`src/rtl/stop_seq_pkg.sv`:
```
package stop_seq_pkg;
  typedef enum logic [2:0] {
    ST_RUN     = 3'd0,
    ST_DEFER   = 3'd1,
    ST_PSEUDO  = 3'd2,
    ST_FULL    = 3'd3,
    ST_OSCWAIT = 3'd4,
    ST_COPRUN  = 3'd5
  } pwrState_e;

  typedef struct packed {
    logic loadCnt;
    logic decCnt;
    logic latchTgt;
    logic setCpu;
    logic clrCpu;
  } seqStrobe_t;

  typedef struct packed {
    logic cntZero;
    logic tgtPseudo;
    logic cpuFlag;
  } seqStat_t;
endpackage

```
`src/rtl/stop_seq_dp.sv`:
```
module stop_seq_dp
  import stop_seq_pkg::*;
#(
  parameter int DLY_W = 16
) (
  input  logic             clk,
  input  logic             rstN,
  input  seqStrobe_t       strb,
  input  logic [DLY_W-1:0] oscDelay,
  input  logic             pseudoSel,
  output seqStat_t         stat
);
  logic [DLY_W-1:0] cnt;
  logic             tgtPseudo;
  logic             cpuFlag;

  always_ff @(posedge clk or negedge rstN) begin
    if (!rstN) begin
      cnt       <= '0;
      tgtPseudo <= 1'b0;
      cpuFlag   <= 1'b0;
    end else begin
      if (strb.loadCnt)      cnt <= oscDelay;
      else if (strb.decCnt)  cnt <= cnt - 1'b1;
      if (strb.latchTgt)     tgtPseudo <= pseudoSel;
      if (strb.setCpu)       cpuFlag <= 1'b1;
      else if (strb.clrCpu)  cpuFlag <= 1'b0;
    end
  end

  assign stat.cntZero   = (cnt == '0);
  assign stat.tgtPseudo = tgtPseudo;
  assign stat.cpuFlag   = cpuFlag;

  AST_DEC_NONZERO: assert property (@(posedge clk) disable iff (!rstN)
    strb.decCnt |-> (cnt != '0));
endmodule

```
`src/rtl/stop_seq_ctrl.sv`:
```
module stop_seq_ctrl
  import stop_seq_pkg::*;
(
  input  logic       clk,
  input  logic       rstN,
  input  logic       stopReq,
  input  logic       stopDisable,
  input  logic       copBusy,
  input  logic       copForce,
  input  logic       nvmBusy,
  input  logic       pseudoSel,
  input  logic       fastWake,
  input  logic       cpuWake,
  input  logic       copWakeReq,
  input  seqStat_t   stat,
  output seqStrobe_t strb,
  output pwrState_e  st,
  output logic       sysClkEn,
  output logic       oscEn,
  output logic       periphEn,
  output logic       wakePulse
);
  pwrState_e nxt;
  logic      wakeNxt;
  logic      busy;

  assign busy = copBusy | copForce | nvmBusy;

  always_comb begin
    nxt     = st;
    wakeNxt = 1'b0;
    strb    = '0;
    unique case (st)
      ST_RUN: begin
        if (stopReq && !stopDisable) begin
          if (busy) nxt = ST_DEFER;
          else begin
            nxt = pseudoSel ? ST_PSEUDO : ST_FULL;
            strb.latchTgt = 1'b1;
          end
        end
      end
      ST_DEFER: begin
        if (cpuWake) begin
          nxt = ST_RUN;
          wakeNxt = 1'b1;
        end else if (!busy) begin
          nxt = pseudoSel ? ST_PSEUDO : ST_FULL;
          strb.latchTgt = 1'b1;
        end
      end
      ST_PSEUDO: begin
        if (cpuWake) begin
          nxt = ST_RUN;
          wakeNxt = 1'b1;
        end else if (copWakeReq) nxt = ST_COPRUN;
      end
      ST_FULL: begin
        if (cpuWake) begin
          if (fastWake) begin
            nxt = ST_RUN;
            wakeNxt = 1'b1;
          end else begin
            nxt = ST_OSCWAIT;
            strb.loadCnt = 1'b1;
            strb.setCpu  = 1'b1;
          end
        end else if (copWakeReq) begin
          if (fastWake) nxt = ST_COPRUN;
          else begin
            nxt = ST_OSCWAIT;
            strb.loadCnt = 1'b1;
            strb.clrCpu  = 1'b1;
          end
        end
      end
      ST_OSCWAIT: begin
        if (stat.cntZero) begin
          if (stat.cpuFlag || cpuWake) begin
            nxt = ST_RUN;
            wakeNxt = 1'b1;
          end else nxt = ST_COPRUN;
        end else begin
          strb.decCnt = 1'b1;
          if (cpuWake) strb.setCpu = 1'b1;
        end
      end
      ST_COPRUN: begin
        if (cpuWake || copForce) begin
          nxt = ST_RUN;
          wakeNxt = 1'b1;
        end else if (!copBusy && !copWakeReq)
          nxt = stat.tgtPseudo ? ST_PSEUDO : ST_FULL;
      end
      default: nxt = ST_RUN;
    endcase
  end

  always_ff @(posedge clk or negedge rstN) begin
    if (!rstN) begin
      st        <= ST_RUN;
      wakePulse <= 1'b0;
    end else begin
      st        <= nxt;
      wakePulse <= wakeNxt;
    end
  end

  assign sysClkEn = (st == ST_RUN) || (st == ST_DEFER) || (st == ST_COPRUN);
  assign oscEn    = (st != ST_FULL);
  assign periphEn = (st == ST_RUN) || (st == ST_DEFER);

  AST_STOP_DISABLED: assert property (@(posedge clk) disable iff (!rstN)
    (st == ST_RUN && stopDisable) |=> (st == ST_RUN));
  AST_DEFER_HOLD: assert property (@(posedge clk) disable iff (!rstN)
    (st == ST_DEFER && busy && !cpuWake) |=> (st == ST_DEFER));
  AST_OSC_HOLD: assert property (@(posedge clk) disable iff (!rstN)
    (st == ST_OSCWAIT && !stat.cntZero) |=> (st == ST_OSCWAIT));
  AST_COP_RETURN: assert property (@(posedge clk) disable iff (!rstN)
    (st == ST_COPRUN && !copBusy && !copWakeReq && !cpuWake && !copForce)
      |=> (st == ST_PSEUDO || st == ST_FULL));
  AST_WAKE_SINGLE: assert property (@(posedge clk) disable iff (!rstN)
    wakePulse |=> !wakePulse);
  AST_WAKE_IN_RUN: assert property (@(posedge clk) disable iff (!rstN)
    wakePulse |-> (st == ST_RUN));
endmodule

```
`src/rtl/stop_sequencer.sv`:
```
module stop_sequencer
  import stop_seq_pkg::*;
#(
  parameter int DLY_W = 16,
  parameter int IRQ_N = 8
) (
  input  logic             clk,
  input  logic             rstN,
  input  logic             stopReq,
  input  logic             stopDisable,
  input  logic             copBusy,
  input  logic             copForce,
  input  logic             nvmBusy,
  input  logic             pseudoSel,
  input  logic             fastWake,
  input  logic             extIrqA,
  input  logic             extIrqB,
  input  logic [IRQ_N-1:0] intPend,
  input  logic             copWakeReq,
  input  logic [DLY_W-1:0] oscDelay,
  output logic [2:0]       pwrState,
  output logic             sysClkEn,
  output logic             oscEn,
  output logic             periphEn,
  output logic             wakePulse
);
  seqStrobe_t strb;
  seqStat_t   stat;
  pwrState_e  st;
  logic       cpuWake;

  assign cpuWake  = extIrqA | extIrqB | (|intPend);
  assign pwrState = st;

  stop_seq_ctrl i_ctrl (
    .clk(clk), .rstN(rstN), .stopReq(stopReq), .stopDisable(stopDisable),
    .copBusy(copBusy), .copForce(copForce), .nvmBusy(nvmBusy),
    .pseudoSel(pseudoSel), .fastWake(fastWake), .cpuWake(cpuWake),
    .copWakeReq(copWakeReq), .stat(stat), .strb(strb), .st(st),
    .sysClkEn(sysClkEn), .oscEn(oscEn), .periphEn(periphEn),
    .wakePulse(wakePulse)
  );

  stop_seq_dp #(.DLY_W(DLY_W)) i_dp (
    .clk(clk), .rstN(rstN), .strb(strb), .oscDelay(oscDelay),
    .pseudoSel(pseudoSel), .stat(stat)
  );
endmodule

```
`config.mk`:
```
export PLATFORM = sky130hd
export DESIGN_NAME = stop_sequencer
export DESIGN_NICKNAME = d
export VERILOG_FILES = /design/src/rtl/stop_seq_pkg.sv /design/src/rtl/stop_seq_dp.sv /design/src/rtl/stop_seq_ctrl.sv /design/src/rtl/stop_sequencer.sv
export SDC_FILE = /design/constraint.sdc
export NUM_CORES = 1
export LEC_CHECK = 0
export ABC_AREA = 1
export BUFFER_PORTS_ARGS = -buffer_cell sky130_fd_sc_hd__buf_2
export CAP_MARGIN = 30
export CORE_MARGIN = 2
export CORE_UTILIZATION = 55
export CTS_CLUSTER_SIZE = 24
export DETAILED_ROUTE_END_ITERATION = 8
export PLACE_DENSITY = 0.82
export SETUP_SLACK_MARGIN = 0.15
export SYNTH_ARGS = -nofsm -noshare
export SYNTH_HDL_FRONTEND = slang
export SYNTH_SLANG_ARGS = --single-unit
```
`constraint.sdc`:
```
create_clock -name clk -period 2.2 [get_ports clk]
set_input_delay 0.44 -clock clk [delete_from_list [all_inputs] [get_ports clk]]
set_output_delay 0.44 -clock clk [all_outputs]
set_load 0.005 [all_outputs]
```
==> impl_metrics.sql, run 1 <==
INSERT INTO impl_metrics (metric_group, metric, value, unit) VALUES
('timing', 'timing.final.crit_share', '79.1', '%'),
('layout', 'final_core_utilization', '64.9', '%'),
('layout', 'num-fill-cells', '285', ''),
('setup_path', 'setup.reg_to_reg.worst_slack', '0.46', 'ns'),
('setup_path', 'critPathRequiredTime', '2.43', 'ns'),
('detailed_routing', 'num_vias', '1785', ''),
('layout', 'fin_nets', '337', ''),
('clock_network', 'clk_slew_on_worst_s_h_paths', '0.12', 'ns'),
('logic_synthesis', 'top_reg_cell_synth', 'dfrtp_1', ''),
('layout', 'sequential_cell_area', '551', 'sq um'),
('place', 'place.gp.congestion', '0.932', ''),
('run_status', 'outcome', 'complete, no violations', ''),
('global_routing', 'grt_first_pass_wirelength', '6470', 'um'),
('logic_synthesis', 'synthesis.instances', '255', ''),
('timing', 'worst_pin_slew', '0.493', 'ns'),
('timing', 'finalSetupViolations', '0', ''),
('place', 'dp_cells', '327', ''),
('pwr', 'power_per_cell_area', '887', 'nW/um^2'),
('floorplanning', 'core-area', '3000', 'sq um'),
('floorplanning', 'die-area', '3550', 'sq um'),
('setup_path', 'ff2ff_path_depth', '7', ''),
('clock_network', 'clock_insertion_delay_worst_skew', '0.30', 'ns'),
('floorplanning', 'die_x', '59.6', 'um'),
('logic_synthesis', 'synth-edff-count', '0', ''),
('global_routing', 'grt_max_degree', '23', ''),
('pwr', 'power.leakage', '0.944', 'nW'),
('setup_path', 'worst_r2r_startpoint', 'i_ctrl.st[2]$_DFFE_PN0P_', ''),
('detailed_routing', 'postRouteWirelength', '3870', 'um'),
('layout', 'multi_input_comb_area', '998', 'sq um'),
('setup_path', 'crit_fanout', '12', ''),
('logic_synthesis', 'synth.most_common_cell', 'nand2_1', ''),
('timing', 'final-max-slew-violation-count', '0', ''),
('floorplanning', 'ios', '43', ''),
('layout', 'layout.cells.non_filler', '331', ''),
('layout', 'antennaDiodeCount', '0', ''),
('detailed_routing', 'drt_iter0_drc', '71', ''),
('global_routing', 'globalRouteOverflowTotal', '0', ''),
('clock_network', 'maximum_number_of_buffers_from_clock_root_to_sink', '2', ''),
('logic_synthesis', 'synth_async_sr_flop_share', '100', '%'),
('place', 'detailedPlacementHpwl', '3020', 'um'),
('worst_hold_path', 'hold_path.class', 'in -> async', ''),
('clock_network', 'postCtsHoldBufs', '0', ''),
('timing', 'report.final.hold_viol_count', '0', ''),
('logic_synthesis', 'synth.lib_cells_used.distinct', '26', ''),
('logic_synthesis', 'yosysTopAreaCellShare', '32.4', '%'),
('logic_synthesis', 'yosysSeqAreaShare', '32.4', '%'),
('clock_network', 'cts_num_sinks', '22', ''),
('pwr', 'p_total', '1.73', 'mW'),
('global_routing', 'antenna_violations_before_repair', '0', ''),
('setup_path', 'crit_path_start', 'i_ctrl.st[2]$_DFFE_PN0P_', ''),
('clock_network', 'clk_root_buffer_cell', 'clkbuf_4', ''),
('pwr', 'vdd.ir_drop.worst', '419', 'uV'),
('global_routing', 'first_global_vias', '1489', ''),
('floorplanning', 'initial_util', '56.6', '%'),
('floorplanning', 'die-height', '59.6', 'um'),
('logic_synthesis', 'syn_area_per_cell', '6.67', 'sq um'),
('logic_synthesis', 'yosys_register_bits', '22', ''),
('global_routing', 'groute.usage.overall', '23.7', '%'),
('logic_synthesis', 'synth_area', '1700', 'sq um'),
('clock_network', 'cts-buffers-inserted', '3', ''),
('setup_path', 'worstSetupPathType', 'reg -> reg', ''),
('detailed_routing', 'drt-pass1-iter-count', '4', ''),
('detailed_routing', 'ant_nets', '0', ''),
('detailed_routing', 'drc', '0', ''),
('setup_path', 'setup.worst_path.end_class', 'flop', ''),
('timing', 'finalClockSkew', '0.00175', 'ns'),
('clock_network', 'post_cts.resized_instances', '0', ''),
('timing', 'max_freq', '575', 'MHz'),
('logic_synthesis', 'synth.largest_area_cell', 'dfrtp_1', ''),
('setup_path', 'rr_endpoint', 'i_dp.cnt[13]$_DFFE_PN0P_', ''),
('setup_path', 'worst-endpoint-arrival', '1.97', 'ns');
-- worst max-delay path, cell delays in order, from the launching register on --
cell and delay [ns]:
dfrtp_1 0.52, nor2_4 0.18, nand2_2 0.08, nor2_4 0.12
nand2_2 0.16, inv_1 0.33, nor2_1 0.09, o21ai_1 0.17
-- area by class of cell --
cell class,instances,area share (%)
Multi-Input combinational cell,202,51.3
Inverter,27,5.33
Timing Repair Buffer,43,11.2
Sequential cell,22,28.3
Clock buffer,4,1.86
Tap cell,33,2.12
-- logic make-up (layout without fill, tap and decap cells) --
group	Yosys count	in the layout	synth area share (%)
AND/OR/NAND/NOR	161	161	42.2
AO/OA/AOI/OAI	31	31	10.9
buffers and inverters	31	74	8.90
flip-flops	22	22	32.4
XOR/XNOR	8	8	4.12
adder cells (fa/ha/maj)	2	2	1.47
-- cells in the final DEF (no fill, tap or decap), types with 2 or more instances in the layout --
cell	count
nor3_1	4
inv_2	2
nor2_2	6
nand2_4	2
inv_1	24
ha_1	2
or2_0	2
nand3_1	23
dfrtp_1	22
o211ai_1	8
nand4_1	5
clkbuf_4	3
buf_2	42
o21ai_0	11
xnor2_1	3
nand2_1	71
xor2_1	5
a21oi_1	5
nor2_1	41
nand2_2	4
nor2_4	3
o21ai_1	5
-- routing by layer --
layer | share of wire (%) | vias up | track usage [%] | wire length (um)
met3 | 5.3 | 8 | 2.62 | 207
met4 | 1.5 | 0 | 6.03 | 58
met5 | 0 | - | 0 | 0
met2 | 47 | 71 | 39.7 | 1810
met1 | 46 | 795 | 32.6 | 1790
li1 | - | 911 | - | -
-- worst min-delay path by stage --
| stage | startpoint | to | slack (ns) | cells after the start |
|---|---|---|---|---|
| 6_report | rstN | i_dp.cnt[2]$_DFFE_PN0P_ | 0.08 | 1 |
| 5_1_grt | rstN | i_dp.cnt[2]$_DFFE_PN0P_ | 0.09 | 1 |
| 4_1_cts | rstN | i_dp.cnt[2]$_DFFE_PN0P_ | 0.09 | 1 |
| 3_5_place_dp | rstN | i_dp.cnt[2]$_DFFE_PN0P_ | 0.43 | 1 |
| 3_3_place_gp | rstN | i_dp.cnt[1]$_DFFE_PN0P_ | 0.43 | 1 |
| 2_1_floorplan | rstN | i_ctrl.st[0]$_DFFE_PN0P_ | 0.14 | 0 |
-- report_power, final --
group          switching (mW)  leakage [nW]  total [mW]  internal [mW]
logic                   0.419         0.664       0.722          0.303
clock network           0.123        0.0210       0.224          0.101
registers               0.200         0.259       0.782          0.583
total                   0.742         0.944        1.73          0.986
-- per-stage QoR --
stage,setup WS (ns),area (sq um),hold slack (ns)
4_1_cts,0.478,1950,0.0892
3_3_place_gp,0.401,1910,0.435
5_1_grt,0.217,1950,0.0917
3_5_place_dp,0.362,1910,0.431
6_report,0.460,1950,0.0766
2_1_floorplan,0.719,1700,0.144
-- state kept, by name (all words and copies together) (netlist names) --
| register | cells |
|---|---|
| i_ctrl.st | 3 |
| i_dp.tgtPseudo | 1 |
| i_dp.cnt | 16 |
| i_ctrl.wakePulse | 1 |
| i_dp.cpuFlag | 1 |
No activity file was read; power rests on OpenSTA's default activity.
==> run 2: changes to the inputs <==
CORE_UTILIZATION = 48   (was 55)
PLACE_DENSITY = 0.76   (was 0.82)
clock period = 1.5 ns   (was 2.2 ns; I/O delays follow)
==> run 2 against run 1 <==
  * Final cell count up 20%
  * Critical path type unchanged
  * Final area rose by 44%
  * The run now ends with negative setup slack left
  * Wire length grew 76%
  * Clock power grew 67%
  * Global-route usage is 2.7 points higher
  * Non-clock buffer count grew 49
  * Largest cell class unchanged
==> impl_metrics.sql, run 2 (synthesized netlist as in run 1, its figures left out) <==
INSERT INTO impl_metrics (metric_group, metric, value, unit) VALUES
('setup_path', 'critPathRequiredTime', '1.75', 'ns'),
('clock_network', 'clock_insertion_delay_worst_skew', '0.34', 'ns'),
('clock_network', 'clk_slew_on_worst_s_h_paths', '0.15', 'ns'),
('detailed_routing', 'postRouteWirelength', '6810', 'um'),
('flow_run', 'cap_violations', '0', ''),
('timing', 'finalSetupViolations', '20', ''),
('pwr', 'sequentialPowerShare', '32.4', '%'),
('setup_path', 'ff2ff_path_depth', '8', ''),
('run_status', 'outcome', 'finished, violations left', ''),
('place', 'numPortBuffers', '42', ''),
('detailed_routing', 'num_vias', '2263', ''),
('floorplanning', 'die-height', '63.5', 'um'),
('timing', 'report.final.hold_viol_count', '0', ''),
('global_routing', 'grt_first_pass_wirelength', '8390', 'um'),
('pwr', 'vdd.ir_drop.worst', '616', 'uV'),
('timing', 'timing.final.crit_share', '110', '%'),
('detailed_routing', 'vias_per_cell', '5.69', ''),
('layout', 'area.growth.synth_to_final', '65.0', '%'),
('clock_network', 'tritoncts', 'built', ''),
('layout', 'multi_input_comb_area', '1310', 'sq um'),
('detailed_routing', 'drc', '0', ''),
('clock_network', 'cts-buffers-inserted', '3', ''),
('setup_path', 'setup.worst_path.end_class', 'flop', ''),
('clock_network', 'clk_root_buffer_cell', 'clkbuf_4', ''),
('timing', 'unrepaired_setup_endpoints_after_global_routing', 'yes', ''),
('timing', 'final-max-slew-violation-count', '0', ''),
('floorplanning', 'std_cell_rows', '21', ''),
('clock_network', 'cts_num_sinks', '22', ''),
('layout', 'layout_commonest_cell', 'nand2_1', ''),
('layout', 'register_ranked_first_by_flip_flop_count', 'i_dp.cnt', ''),
('pwr', 'power.leakage', '1.33', 'nW'),
('layout', 'num-fill-cells', '212', ''),
('layout', 'flip_flop_count_of_the_largest_register_all_copies_and_words_added', '16', ''),
('global_routing', 'groute.usage.overall', '26.4', '%'),
('timing', 'finalClockSkew', '0.0122', 'ns'),
('global_routing', 'grt_max_degree', '23', ''),
('floorplanning', 'die-area', '4030', 'sq um'),
('clock_network', 'htree_levels', '1', ''),
('layout', 'fin_nets', '391', ''),
('run_status', 'failing_checks', 'negative setup slack', ''),
('pwr', 'p_clk_share', '10.1', '%'),
('pwr', 'netSwitchingFraction', '45.7', '%'),
('pwr', 'intPower', '2.01', 'mW'),
('timing', 'max_freq', '608', 'MHz'),
('layout', 'final_core_utilization', '83.4', '%'),
('setup_path', 'worstSetupPathType', 'reg -> reg', ''),
('layout', 'sequential_cell_area', '557', 'sq um'),
('place', 'place.gp.congestion', '0.897', ''),
('setup_path', 'worst_setup_path_start_kind', 'flop', ''),
('layout', 'layout_common_cells', 'nand2_1, buf_2, buf_4', ''),
('clock_network', 'maximum_number_of_buffers_from_clock_root_to_sink', '2', ''),
('layout', 'largestRegisters', 'i_dp.cnt: 16 flops, i_ctrl.st: 3 flops', ''),
('layout', 'antennaDiodeCount', '0', ''),
('place', 'dp_cells', '368', ''),
('place', 'detailedPlacementHpwl', '3330', 'um'),
('floorplanning', 'initial_util', '50.6', '%'),
('pwr', 'power_frac_comb', '57.5', '%'),
('layout', 'final_layout_size_suffix_gt1_share', '49.4', '%'),
('global_routing', 'antenna_violations_before_repair', '0', ''),
('worst_hold_path', 'hold_path.class', 'in -> reg', ''),
('timing', 'layout_setup_ws', '-0.145', 'ns'),
('detailed_routing', 'ant_nets', '0', ''),
('pwr', 'power_switching', '1.69', 'mW'),
('detailed_routing', 'drt-pass1-iter-count', '5', ''),
('setup_path', 'worst-endpoint-arrival', '1.89', 'ns'),
('floorplanning', 'die_x', '63.5', 'um'),
('setup_path', 'crit_fanout', '4', ''),
('timing', 'worst_pin_slew', '0.561', 'ns'),
('worst_hold_path', 'worstHoldPathCells', '3', ''),
('global_routing', 'globalRouteOverflowTotal', '0', ''),
('timing', 'finalWorstPathRequiredPeriod', '1.65', 'ns'),
('layout', 'layout.cells.non_filler', '398', ''),
('setup_path', 'setup.reg_to_reg.worst_slack', '-0.15', 'ns'),
('pwr', 'power_per_cell_area', '1320', 'nW/um^2'),
('timing', 'slew_headroom', '62.6', '%'),
('floorplanning', 'core-area', '3360', 'sq um'),
('global_routing', 'first_global_vias', '1965', ''),
('detailed_routing', 'drt_iter0_drc', '154', ''),
('floorplanning', 'ios', '43', ''),
('detailed_routing', 'detail_route.wl_per_cell', '17.1', 'um');
run 2: final cells by class:
cell class | count | share of cell area (%)
Multi-Input combinational cell | 204 | 46.6
Timing Repair Buffer | 92 | 24.8
Sequential cell | 22 | 19.8
Inverter | 27 | 4.46
Tap cell | 46 | 2.05
Clock buffer | 4 | 1.29
Timing Repair inverter | 3 | 0.981
run 2: what timing repair did:
action,4_1_cts,5_1_grt
setup endpoints to repair,25,27
endpoints found under the hold margin,22,0
buffers inserted,9,9
gates cloned,4,3
gates resized for setup,50,56
pin swaps,20,23
hold buffers,1,0
run 2: per-stage QoR:
| step | hold slack, ns | worst slack, ns | cell area [sq um] | power [mW] | TNS [ns] |
|---|---|---|---|---|---|
| finish | 0.167 | -0.145 | 2810 | 3.70 | -0.742 |
| CTS | 0.167 | -0.0147 | 2470 | 3.11 | -0.0286 |
| global route | 0.169 | -0.167 | 2810 | 3.90 | -2.50 |
| detailed placement | 0.307 | -0.0524 | 2150 | 2.47 | -0.275 |
| floorplan | 0.00441 | 0.0777 | 1710 | 1.90 | 0 |
| global placement | 0.304 | 0.000513 | 2150 | 2.44 | 0 |
run 2: worst paths after layout:
kind	startpoint	endpoint
max	i_dp.cnt[6]$_DFFE_PN0P_	i_dp.cnt[8]$_DFFE_PN0P_
min	oscDelay[10]	i_dp.cnt[10]$_DFFE_PN0P_
max reg2reg	i_dp.cnt[6]$_DFFE_PN0P_	i_dp.cnt[8]$_DFFE_PN0P_
min reg2reg	i_dp.tgtPseudo$_DFFE_PN0P_	i_dp.tgtPseudo$_DFFE_PN0P_
max in group asynchronous	rstN	i_dp.cnt[5]$_DFFE_PN0P_
min in group asynchronous	rstN	i_dp.cnt[13]$_DFFE_PN0P_
run 2: per-layer routing:
metal  part of all wire (%)  GRT usage [%]  vias to the layer above
met5                      0              0                        -
met4                    6.5           13.3                        0
met3                    8.7           6.07                       53
met2                     49           46.6                      165
met1                     36           29.4                     1028
li1                       -              -                     1017
run 2: power by group through the flow:
stage / Clock [mW] / Combinational [mW] / Sequential [mW]
6_report: 0.375 / 2.12 / 1.20
5_1_grt: 0.397 / 2.28 / 1.23
4_1_cts: 0.368 / 1.62 / 1.12
3_5_place_dp: 0 / 1.38 / 1.10
3_3_place_gp: 0 / 1.34 / 1.10
2_1_floorplan: 0 / 0.802 / 1.09
run 2: worst max-delay path: stages (launching register included):
cell	delay [ns]
dfrtp_2	0.49
nor2_4	0.15
nand2_2	0.10
buf_4	0.14
buf_4	0.12
buf_4	0.13
nor3_2	0.12
nor2_1	0.08
o21ai_1	0.21
==> run 3: changes to the inputs <==
ABC_CLOCK_PERIOD_IN_PS = 1500   (was default)
SYNTH_HIERARCHICAL = 1   (was default)
==> run 3 against run 2 <==
  * Synthesized cell count fell by 3.5%
  * Global-route usage fell by 2.1 points
  * Highest routed layer unchanged
  * First-iteration DRC count fell by 7.1%
  * Critical path type unchanged
  * Critical path depth rose by 5
  * Sequential share of layout area rose by 1.3 points
  * Synthesized area rose by 0.88%
  * Final cell count fell by 2.5%
  * Maximum frequency fell by 10%
  * Combinational power rose by 44%
  * The run still ends with negative setup slack left
  * Sequential power fell by 19%
  * Clock skew fell by 0.0077 ns
  * Clock power fell by 9.3%
==> impl_metrics.sql, run 3 <==
INSERT INTO impl_metrics (metric_group, metric, value, unit) VALUES
('detailed_routing', 'vias_per_cell', '5.09', ''),
('global_routing', 'grtUsageMet3', '3.70', '%'),
('place', 'place.gp.congestion', '0.908', ''),
('layout', 'register_ranked_first_by_flip_flop_count', 'i_dp/cnt', ''),
('logic_synthesis', 'synth_async_sr_flop_share', '100', '%'),
('logic_synthesis', 'postSynthNetCount', '283', ''),
('layout', 'flip_flop_count_of_the_largest_register_all_copies_and_words_added', '16', ''),
('layout', 'layout.cells.non_filler', '388', ''),
('detailed_routing', 'postRouteWirelength', '4960', 'um'),
('timing', 'max_freq', '546', 'MHz'),
('logic_synthesis', 'synth_top_cells_by_count', 'nand2_1, nor2_1, nand3_1, dfrtp_1, inv_1', ''),
('setup_path', 'worst_setup_path_start_kind', 'flop', ''),
('logic_synthesis', 'synth_area', '1720', 'sq um'),
('global_routing', 'most_heavily_used_metal_layer_in_global_routing', 'met2', ''),
('clock_network', 'clock_insertion_delay_worst_skew', '0.31', 'ns'),
('global_routing', 'grt_first_pass_wirelength', '7970', 'um'),
('place', 'numPortBuffers', '42', ''),
('setup_path', 'setup.reg_to_reg.worst_slack', '-0.33', 'ns'),
('setup_path', 'worstSetupPathType', 'reg -> reg', ''),
('logic_synthesis', 'post_synth_main_area_contributors', 'dfrtp_1, nand2_1, nor2_1, nand3_1, inv_1', ''),
('logic_synthesis', 'yosysSeqAreaShare', '32.1', '%'),
('layout', 'final_layout_size_suffix_gt1_share', '48.0', '%'),
('logic_synthesis', 'synth-edff-count', '0', ''),
('setup_path', 'critical_path_cell_by_cell', 'inv_2 > ha_4 > nand2_4 > nor2_4 > nand3_2 > nor4_2 > inv_1 > nand3_2 > inv_4 > nor2_4 > buf_12 > a22oi_1 > o211ai_1', ''),
('setup_path', 'crit_fanout', '12', ''),
('global_routing', 'antenna_violations_before_repair', '0', ''),
('detailed_routing', 'detail_route.wl_per_cell', '12.8', 'um'),
('timing', 'layout_setup_ws', '-0.330', 'ns'),
('timing', 'finalWorstPathRequiredPeriod', '1.83', 'ns'),
('layout', 'fin_nets', '380', ''),
('run_status', 'failing_checks', 'negative setup slack', ''),
('setup_path', 'cp_slowest_cell', 'dfrtp_1', ''),
('logic_synthesis', 'synth.largest_area_cell', 'dfrtp_1', ''),
('logic_synthesis', 'synth.most_common_cell', 'nand2_1', ''),
('layout', 'multi_input_comb_area', '1160', 'sq um'),
('place', 'placement.setup.worst_slack', '-0.297', 'ns'),
('pwr', 'power_per_cell_area', '1670', 'nW/um^2'),
('global_routing', 'gr-usage-met2', '42.8', '%'),
('floorplanning', 'initial_util', '50.6', '%'),
('layout', 'layout_commonest_cell', 'nand2_1', ''),
('global_routing', 'grt_max_degree', '23', ''),
('layout', 'area.growth.synth_to_final', '51.9', '%'),
('logic_synthesis', 'synthesis.instances', '246', ''),
('clock_network', 'tritoncts', 'built', ''),
('timing', 'slew_headroom', '62.5', '%'),
('timing', 'finalSetupViolations', '24', ''),
('floorplanning', 'core-area', '3390', 'sq um'),
('timing', 'final-max-slew-violation-count', '0', ''),
('detailed_routing', 'drt-pass1-iter-count', '5', ''),
('detailed_routing', 'drc', '0', ''),
('floorplanning', 'ios', '43', ''),
('clock_network', 'cts_num_sinks', '22', ''),
('global_routing', 'globalRouteOverflowTotal', '0', ''),
('clock_network', 'clk_slew_on_worst_s_h_paths', '0.13', 'ns'),
('logic_synthesis', 'ys_warn_count', '6', ''),
('global_routing', 'first_global_vias', '1870', ''),
('layout', 'final_core_utilization', '76.9', '%'),
('layout', 'num-fill-cells', '227', ''),
('logic_synthesis', 'syn_area_per_cell', '6.97', 'sq um'),
('flow_run', 'cap_violations', '0', ''),
('layout', 'largestRegisters', 'i_dp/cnt: 16 flops, i_ctrl/st: 3 flops', ''),
('layout', 'sequential_cell_area', '551', 'sq um'),
('clock_network', 'clk_root_buffer_cell', 'clkbuf_4', ''),
('floorplanning', 'die-height', '63.8', 'um'),
('clock_network', 'htree_levels', '1', ''),
('setup_path', 'critPathRequiredTime', '1.74', 'ns'),
('pwr', 'vdd.ir_drop.worst', '1290', 'uV'),
('setup_path', 'crit_path_largest_cell_delay', '0.41', 'ns'),
('worst_hold_path', 'hold_path.class', 'in -> reg', ''),
('timing', 'report.final.hold_viol_count', '0', ''),
('global_routing', 'grt_use_met1', '32.5', '%'),
('run_status', 'outcome', 'finished, violations left', ''),
('logic_synthesis', 'yosysTopAreaCellShare', '32.1', '%'),
('logic_synthesis', 'synth.lib_cells_used.distinct', '36', ''),
('floorplanning', 'die-area', '4070', 'sq um'),
('global_routing', 'groute.usage.overall', '24.3', '%'),
('floorplanning', 'die_x', '63.8', 'um'),
('timing', 'worst_pin_slew', '0.561', 'ns'),
('timing', 'tns', '-6.06', 'ns'),
('timing', 'unrepaired_setup_endpoints_after_global_routing', 'yes', ''),
('layout', 'layout_common_cells', 'nand2_1, buf_4, buf_2', ''),
('detailed_routing', 'drt_iter0_drc', '143', ''),
('logic_synthesis', 'top_reg_cell_synth', 'dfrtp_1', ''),
('clock_network', 'cts-buffers-inserted', '3', ''),
('timing', 'finalClockSkew', '0.00451', 'ns'),
('floorplanning', 'std_cell_rows', '21', ''),
('detailed_routing', 'ant_nets', '0', ''),
('logic_synthesis', 'yosys_register_bits', '22', ''),
('clock_network', 'maximum_number_of_buffers_from_clock_root_to_sink', '2', ''),
('place', 'dp_cells', '379', ''),
('setup_path', 'setup.worst_path.end_class', 'flop', ''),
('pwr', 'p_total', '4.36', 'mW'),
('pwr', 'power.leakage', '1.34', 'nW'),
('layout', 'antennaDiodeCount', '0', ''),
('place', 'detailedPlacementHpwl', '3570', 'um'),
('timing', 'timing.final.crit_share', '122', '%'),
('setup_path', 'worst-endpoint-arrival', '2.07', 'ns'),
('detailed_routing', 'num_vias', '1975', '');
-- run 3: changes by cell type after synthesis, sizes merged, moves of 2 or more --
cell | previous run | this run
o21ai | 16 | 7
a22oi | 0 | 8
nand3 | 23 | 31
nand2 | 77 | 73
a21oi | 5 | 2
nand4 | 5 | 2
nor3 | 4 | 1
o211ai | 8 | 5
o21bai | 0 | 3
xor2 | 5 | 2
inv | 27 | 25
-- run 3: power breakdown --
part,internal [mW],switching [mW]
Combinational,1.45,1.59
Sequential,0.812,0.159
Clock,0.148,0.191
-- run 3: layer usage --
| layer | part of all wire [%] | wire length, um | vias to the layer above |
|---|---|---|---|
| met5 | 0 | 0 | - |
| met4 | 0.59 | 29 | 0 |
| met3 | 4.2 | 210 | 5 |
| met2 | 50 | 2480 | 64 |
| met1 | 45 | 2240 | 915 |
| li1 | - | - | 991 |
-- run 3: through the flow --
stage | hold WS (ns) | instance area, sq um
after floorplan | 0.00441 | 1760
after global placement | 0.295 | 2380
after detailed placement | 0.306 | 2380
after CTS | 0.189 | 2490
after global routing | 0.179 | 2610
final | 0.187 | 2610
-- run 3: layout make-up --
type | instances | share of cell area, %
multi-input combinational | 192 | 44.5
timing repair buffer | 98 | 26.3
sequential | 22 | 21.1
inverter | 26 | 4.42
tap | 46 | 2.21
clock buffer | 4 | 1.39
-- run 3: kinds of logic after synthesis --
logic type	count (synthesis)	share of synthesized area, %
flip-flops	22	32.1
multiplexers	1	0.656
AO/OA/AOI/OAI	26	10.2
XOR/XNOR	4	2.04
AND/OR/NAND/NOR	160	45.9
buffers and inverters	32	8.39
adder cells (fa/ha/maj)	1	0.729
-- run 3: timing repair --
action	in CTS	in global routing
hold endpoints to repair	22	0
endpoints found under the setup margin	25	27
pin swaps	8	5
buffers inserted	3	1
gates resized for setup	17	26
hold buffers	1	0
cloned	0	0
-- run 3: critical path, delay by kind of cell (launching register included) --
family	cells	cell delay [ns]
AO/OA/AOI/OAI	2	0.17
buffers and inverters	4	0.38
AND/OR/NAND/NOR	6	0.64
flip-flops	1	0.41
adder cells (fa/ha/maj)	1	0.15
-- run 3: final timing paths --
path                            cells past startpoint                         end                        from
worst max-delay path                               13     i_dp/cnt[5]$_DFFE_PN0P_     i_dp/cnt[1]$_DFFE_PN0P_
worst min register to register                      1  i_dp/tgtPseudo$_DFFE_PN0P_  i_dp/tgtPseudo$_DFFE_PN0P_
min in group asynchronous                           2  i_ctrl/wakePulse$_DFF_PN0_                        rstN
worst min-delay path                                3    i_dp/cnt[14]$_DFFE_PN0P_                oscDelay[14]
worst max register to register                     13     i_dp/cnt[5]$_DFFE_PN0P_     i_dp/cnt[1]$_DFFE_PN0P_
max in group asynchronous                           2     i_dp/cnt[5]$_DFFE_PN0P_                        rstN
